$ cat src/rtl/intr_coalesce_pkg.sv
// Package: shared widths, fixed bit positions and timer state type.
// Assumes a 32-bit status word whose top bit is reserved.
package intr_coalesce_pkg;
    localparam int STAT_W     = 32;
    localparam int RSV_BIT    = STAT_W - 1;
    localparam int RXDONE_BIT = 0;
    localparam int RXDESC_BIT = 1;

    typedef enum logic [1:0] {
        TMR_QUIET  = 2'd0,
        TMR_COUNT  = 2'd1,
        TMR_RAISED = 2'd2
    } tmr_state_t;
endpackage

$ cat src/rtl/intr_status_reg.sv
// Status register: applies filtered set and clear requests (set wins)
// and flags any request that touches the reserved bit.
// Assumes IMPL_MASK never contains the reserved bit.
module intr_status_reg
    import intr_coalesce_pkg::*;
#(
    parameter logic [STAT_W-1:0] IMPL_MASK = '0
) (
    input  logic              clk,
    input  logic              rst_n,
    input  logic [STAT_W-1:0] set_i,
    input  logic [STAT_W-1:0] clr_i,
    output logic [STAT_W-1:0] status_o,
    output logic              rsv_err_o
);
    logic [STAT_W-1:0] status_q;
    logic [STAT_W-1:0] set_f;
    logic [STAT_W-1:0] clr_f;

    // Drop requests aimed at positions that hold no source.
    always_comb begin
        set_f = set_i & IMPL_MASK;
        clr_f = clr_i & IMPL_MASK;
    end

    // Update status; set after clear so a colliding event survives.
    always_ff @(posedge clk) begin
        if (!rst_n) begin
            status_q  <= '0;
            rsv_err_o <= 1'b0;
        end else begin
            status_q  <= (status_q & ~clr_f) | set_f;
            rsv_err_o <= set_i[RSV_BIT] | clr_i[RSV_BIT];
        end
    end

    assign status_o = status_q;

    a_r1_set_visible: assert property (@(posedge clk) disable iff (!rst_n)
        (set_f != '0) |=> ((status_q & $past(set_f)) == $past(set_f)));
    a_r3_unimpl_zero: assert property (@(posedge clk) disable iff (!rst_n)
        (status_q & ~IMPL_MASK) == '0);
    a_r4_rsv_flag: assert property (@(posedge clk) disable iff (!rst_n)
        (set_i[RSV_BIT] || clr_i[RSV_BIT]) |=> rsv_err_o);
endmodule

$ cat src/rtl/intr_classify.sv
// Classifier: forms the enabled pending set and splits it into urgent
// versus coalescable. Purely combinational.
module intr_classify
    import intr_coalesce_pkg::*;
#(
    parameter logic [STAT_W-1:0] COAL_MASK = '0
) (
    input  logic [STAT_W-1:0] status_i,
    input  logic [STAT_W-1:0] mask_i,
    output logic              any_o,
    output logic              urgent_o
);
    logic [STAT_W-1:0] enabled;

    // Reduce the enabled pending bits to the two decisions the timer needs.
    always_comb begin
        enabled  = status_i & mask_i;
        any_o    = |enabled;
        urgent_o = |(enabled & ~COAL_MASK);
    end
endmodule

$ cat src/rtl/intr_delay_timer.sv
// Delay timer: owns the CPU line. Urgent work raises it next cycle;
// coalescable-only work raises it after the programmed delay.
// Assumes the delay value is sampled only when a wait starts.
module intr_delay_timer
    import intr_coalesce_pkg::*;
#(
    parameter int DLY_W = 16
) (
    input  logic             clk,
    input  logic             rst_n,
    input  logic             any_i,
    input  logic             urgent_i,
    input  logic [DLY_W-1:0] delay_i,
    output logic             irq_o
);
    localparam logic [DLY_W-1:0] ONE = DLY_W'(1);

    tmr_state_t       state_q;
    logic [DLY_W-1:0] cnt_q;

    // Walk quiet -> counting -> raised, dropping back when nothing is pending.
    always_ff @(posedge clk) begin
        if (!rst_n) begin
            state_q <= TMR_QUIET;
            cnt_q   <= '0;
        end else begin
            unique case (state_q)
                TMR_QUIET: begin
                    if (any_i) begin
                        if (urgent_i || delay_i == '0) begin
                            state_q <= TMR_RAISED;
                        end else begin
                            state_q <= TMR_COUNT;
                            cnt_q   <= delay_i;
                        end
                    end
                end
                TMR_COUNT: begin
                    if (!any_i) begin
                        state_q <= TMR_QUIET;
                    end else if (urgent_i || cnt_q <= ONE) begin
                        state_q <= TMR_RAISED;
                    end else begin
                        cnt_q <= cnt_q - ONE;
                    end
                end
                TMR_RAISED: begin
                    if (!any_i) state_q <= TMR_QUIET;
                end
                default: state_q <= TMR_QUIET;
            endcase
        end
    end

    assign irq_o = (state_q == TMR_RAISED);

    a_r5_low_when_empty: assert property (@(posedge clk) disable iff (!rst_n)
        !any_i |=> !irq_o);
    a_r6_urgent_next: assert property (@(posedge clk) disable iff (!rst_n)
        urgent_i |=> irq_o);
    a_r10_hold_high: assert property (@(posedge clk) disable iff (!rst_n)
        (irq_o && any_i) |=> irq_o);
    a_r7_no_early_fire: assert property (@(posedge clk) disable iff (!rst_n)
        (state_q == TMR_COUNT && !urgent_i && cnt_q > ONE) |=> !irq_o);
endmodule

$ cat src/rtl/intr_coalesce_top.sv
// Top: holds the mask and delay registers and wires status, classifier
// and timer together. Source bit positions are parameters; receive done
// and receive descriptor sit at bits 0 and 1.
module intr_coalesce_top
    import intr_coalesce_pkg::*;
#(
    parameter int               DLY_W       = 16,
    parameter logic [DLY_W-1:0] RESET_DELAY = '0,
    parameter int               TXDONE_BIT  = 6,
    parameter int               TXDESC_BIT  = 7,
    parameter int               RXOVR_BIT   = 10,
    parameter int               RXIDLE_BIT  = 2,
    parameter int               TXIDLE_BIT  = 16,
    parameter int               SWINT_BIT   = 12
) (
    input  logic              clk,
    input  logic              rst_n,
    input  logic [STAT_W-1:0] evt_set,
    input  logic [STAT_W-1:0] evt_clr,
    input  logic              mask_we,
    input  logic [STAT_W-1:0] mask_wdata,
    input  logic              dly_we,
    input  logic [DLY_W-1:0]  dly_wdata,
    output logic [STAT_W-1:0] status,
    output logic              rsv_err,
    output logic              cpu_irq
);
    localparam logic [STAT_W-1:0] ONEHOT = STAT_W'(1);
    localparam logic [STAT_W-1:0] COAL_MASK =
        (ONEHOT << RXDONE_BIT) | (ONEHOT << RXDESC_BIT) |
        (ONEHOT << TXDONE_BIT) | (ONEHOT << TXDESC_BIT);
    localparam logic [STAT_W-1:0] IMPL_MASK = COAL_MASK |
        (ONEHOT << RXOVR_BIT) | (ONEHOT << RXIDLE_BIT) |
        (ONEHOT << TXIDLE_BIT) | (ONEHOT << SWINT_BIT);

    logic [STAT_W-1:0] mask_q;
    logic [DLY_W-1:0]  delay_q;
    logic              any_pend;
    logic              urgent_pend;

    // Software-written mask and delay registers.
    always_ff @(posedge clk) begin
        if (!rst_n) begin
            mask_q  <= '0;
            delay_q <= RESET_DELAY;
        end else begin
            if (mask_we) mask_q  <= mask_wdata;
            if (dly_we)  delay_q <= dly_wdata;
        end
    end

    intr_status_reg #(.IMPL_MASK(IMPL_MASK)) u_status (
        .clk      (clk),
        .rst_n    (rst_n),
        .set_i    (evt_set),
        .clr_i    (evt_clr),
        .status_o (status),
        .rsv_err_o(rsv_err)
    );

    intr_classify #(.COAL_MASK(COAL_MASK)) u_class (
        .status_i(status),
        .mask_i  (mask_q),
        .any_o   (any_pend),
        .urgent_o(urgent_pend)
    );

    intr_delay_timer #(.DLY_W(DLY_W)) u_timer (
        .clk     (clk),
        .rst_n   (rst_n),
        .any_i   (any_pend),
        .urgent_i(urgent_pend),
        .delay_i (delay_q),
        .irq_o   (cpu_irq)
    );

    a_r4_rsv_never_set: assert property (@(posedge clk) disable iff (!rst_n)
        !status[RSV_BIT]);
endmodule

$ cat config.mk
export PLATFORM = sky130hd
export DESIGN_NAME = intr_coalesce_top
export DESIGN_NICKNAME = d
export VERILOG_FILES = /design/src/rtl/intr_coalesce_pkg.sv /design/src/rtl/intr_status_reg.sv /design/src/rtl/intr_classify.sv /design/src/rtl/intr_delay_timer.sv /design/src/rtl/intr_coalesce_top.sv
export SDC_FILE = /design/constraint.sdc
export NUM_CORES = 1
export LEC_CHECK = 0
export ABC_AREA = 1
export BUFFER_PORTS_ARGS = -buffer_cell sky130_fd_sc_hd__buf_2
export CAP_MARGIN = 20
export CORE_UTILIZATION = 45
export DETAILED_ROUTE_END_ITERATION = 10
export GPL_TIMING_DRIVEN = 1
export PLACE_DENSITY_LB_ADDON = 0.25
export SLEW_MARGIN = 20
export SYNTH_ARGS = -nofsm -noshare
export SYNTH_HDL_FRONTEND = slang
export SYNTH_SLANG_ARGS = --single-unit
$ cat constraint.sdc
create_clock -name clk -period 3.5 [get_ports clk]
set_input_delay 0.7 -clock clk [delete_from_list [all_inputs] [get_ports clk]]
set_output_delay 0.7 -clock clk [all_outputs]
set_load 0.05 [all_outputs]
==> impl_metrics.env <==
export IMPL_status="finished, final reports clean"
export IMPL_rsz0062_at_grt="false"
export IMPL_antenna_found_initial=0
export IMPL_io_buffers=55
export IMPL_place_ws_ns=1.325
export IMPL_final_setup_worst_slack_ns=1.299
export IMPL_hold_class="reg -> reg"
export IMPL_place_area_um2=2928
export IMPL_diodes=0
export IMPL_drive_gt1_share_pct=14.70
export IMPL_p_sw_share_pct=39.60
export IMPL_internal_power_uw=973.4
export IMPL_max_slew_margin_rel_pct=54.88
export IMPL_reg2reg_to="u_timer.cnt_q[1]"
export IMPL_post_drt_wl_per_cell_um=10.52
export IMPL_hold_path_endpoint="mask_q[12]"
export IMPL_clockPowerShare_pct=22.2
export IMPL_drv_slew=0
export IMPL_fin_nets=600
export IMPL_final_hold_viol_count=0
export IMPL_dieHeight_um=79.87
export IMPL_syn_cell_area_um2=2729
export IMPL_hpwlAfterDp_um=4140
export IMPL_syn_avg_cell_area_um2=6.288
export IMPL_ys_ff_latch=51
export IMPL_rrSetupSlack_ns=1.30
export IMPL_wl_met1_um=2959
export IMPL_core_area_um2=5675
export IMPL_yosys_top_cells_area="dfxtp_1, nor2_1, nand2_1"
export IMPL_drt_wl_total_um=5836
export IMPL_start_util_pct=48.08
export IMPL_multiInputGateArea_um2=1399
export IMPL_startpoint_type="flip-flop"
export IMPL_post_cts_setup_buffers=0
export IMPL_power_leakage_nw=1.621
export IMPL_finalCriticalPeriod_ns=2.201
export IMPL_synth_warnings=0
export IMPL_crit_buf_inv=2
export IMPL_cp_required_ns=3.74
export IMPL_finalSetupViolCount=0
export IMPL_dr_pass1_iters=5
export IMPL_grt_pass1_vias=2195
export IMPL_tns_ns=0
export IMPL_area_delta_synth_final_pct=10.77
export IMPL_clkLatencyLatePin_ns=0.30
export IMPL_peakVddDrop_mv=0.3149
export IMPL_clkTransAtPathRegs_ns=0.09
export IMPL_drtIter0Drc=114
export IMPL_drc=0
export IMPL_grt_max_degree=42
export IMPL_die_w_um=79.87
export IMPL_synth_top_cell_area_share_pct=37.41
export IMPL_fillers=598
export IMPL_synth_distinct_cells=22
export IMPL_track_usage_pct=19.33
export IMPL_combPwrFrac_pct=34.4
export IMPL_crit_family="simple AND/OR/NAND/NOR gates"
export IMPL_wl_met2_um=2431
export IMPL_viasPerCell=4.690
export IMPL_cts_resized=0
export IMPL_fin_skew_ns=0.005874
export IMPL_seqCellArea_um2=1021
export IMPL_tightest_slew_ns=0.6768
export IMPL_cts_sinks=51
export IMPL_min_period_over_period_pct=62.89
export IMPL_r2r_cells=8
export IMPL_power_density_nw_per_um2=533.1
export IMPL_clock_root_buffer="clkbuf_8"
export IMPL_top_layer="met4"
export IMPL_ys_seq_area_share_pct=37.41
export IMPL_htreeDepth=2
export IMPL_holdPathStages=2
export IMPL_path_max_fanout=31
export IMPL_slowest_stage="nand2_1"
export IMPL_worstSetupPathType="reg -> reg"
export IMPL_reg2reg_from="u_timer.state_q[1]"
export IMPL_grt_overflow=0
export IMPL_cts_buffer_depth=2
export IMPL_crit_path_max_incr_delay_ns=0.47
export IMPL_min_from="mask_q[12]"
export IMPL_vias=2603
export IMPL_cap_violations=0
export IMPL_cts_tree="built"
export IMPL_crit_top_cell="nand2_1"
export IMPL_ioPinCount=150
export IMPL_grt_first_pass_wirelength_um=9832
export IMPL_synth_cells=434
export IMPL_ant_nets=0
export IMPL_crit_chain="inv_1 > nand2_1 > inv_1 > nand2_2 > nand3_4 > nand2_1 > nand2_1 > nor2_1"
export IMPL_switchingPower_uw=638.2
export IMPL_synth_top_cell_by_area="dfxtp_1"
export IMPL_final_area_um2=3023
export IMPL_cts_hold_buf=0
export IMPL_crit_arrival_ns=2.44
export IMPL_sequentialPowerShare_pct=43.4
export IMPL_fmax_ghz=0.4543
export IMPL_place_congestion=0.8018
export IMPL_wl_met3_um=398
export IMPL_rows=27
export IMPL_numCtsBuffers=5
export IMPL_crit_path_end_kind="flip-flop"
export IMPL_die_area_um2=6379
## cell usage after synthesis, drive strengths merged
master  instances
dfxtp          51
a21oi          18
nand4           4
nand2         110
buf            30
xor2            1
nor2          120
conb            1
o21ai          34
inv            37
a22oi           1
nand3          17
clkbuf          7
ha              2
clkinv          1
## area by class of cell
type / count / area share (%)
Multi-Input combinational cell: 331 / 46.27
Sequential cell: 51 / 33.77
Timing Repair Buffer: 55 / 9.106
Inverter: 38 / 4.719
Tap cell: 72 / 2.980
Clock buffer: 7 / 2.856
Clock inverter: 1 / 0.2897
## per-layer routing
metal  up-vias  track usage (%)
li1       1390                -
met1      1113            28.08
met2        95            29.83
met3         5            3.429
met4         0            3.750
met5         -                0
## sequential cells by signal, indices dropped and copies added (netlist names)
signal / cells
delay_q: 16
u_status.status_o: 8
u_timer.state_q: 2
u_status.rsv_err_o: 1
u_timer.cnt_q: 16
mask_q: 8
## placed cells by master (no fill, tap or decap), drive strengths merged
master and instances:
conb 24, nand4 4, xor2 1, nand3 17
dfxtp 51, o21ai 34, nand2 110, clkbuf 7
a21oi 18, ha 2, inv 37, buf 55
a22oi 1, clkinv 2, nor2 120
## stage by stage
| stage | instances | utilization [%] | hold WS [ns] | power (mW) |
|---|---|---|---|---|
| after floorplan | 457 | - | 0.4381 | 1.180 |
| after global placement | 547 | 51.59 | 0.4765 | 1.249 |
| after detailed placement | 547 | 51.59 | 0.4829 | 1.260 |
| after CTS | 555 | 53.26 | 0.5005 | 1.616 |
| after global routing | 555 | 53.26 | 0.5293 | 1.734 |
| final | 555 | 53.26 | 0.5023 | 1.612 |
## tightest hold or removal path: cells and delay by family (launching register included)
kind / cells / cell delay [ns]
AOI/OAI and AO/OA: 1 / 0.07
DFF: 1 / 0.33
and+or+nand+nor: 1 / 0.07
## worst max path at each step
stage	cells past startpoint	from	end	slack, ns
CTS	8	u_timer.state_q[1]	u_timer.cnt_q[1]	1.29
global placement	8	u_timer.state_q[1]	u_timer.cnt_q[1]	1.35
finish	8	u_timer.state_q[1]	u_timer.cnt_q[1]	1.30
floorplan	2	u_timer.state_q[1]	cpu_irq	1.75
global route	8	u_timer.state_q[1]	u_timer.cnt_q[9]	1.01
detailed placement	8	u_timer.state_q[1]	u_timer.cnt_q[1]	1.32
## cell families after synthesis
family | share of synthesized area (%)
AOI/OAI and AO/OA | 9.950
xor gates and xnor gates | 0.3210
adders and majority gates | 0.9169
buffers and inverters | 14.49
DFF | 37.41
other | 0.1374
and+or+nand+nor | 36.77
## power by group through the flow
stage / clock (mW) / combinational [mW] / sequential [mW]
6_report: 0.357 / 0.554 / 0.700
4_1_cts: 0.365 / 0.553 / 0.698
5_1_grt: 0.390 / 0.634 / 0.710
2_1_floorplan: 0 / 0.460 / 0.720
3_3_place_gp: 0 / 0.539 / 0.710
3_5_place_dp: 0 / 0.548 / 0.711
No activity file was read; power rests on OpenSTA's default activity.
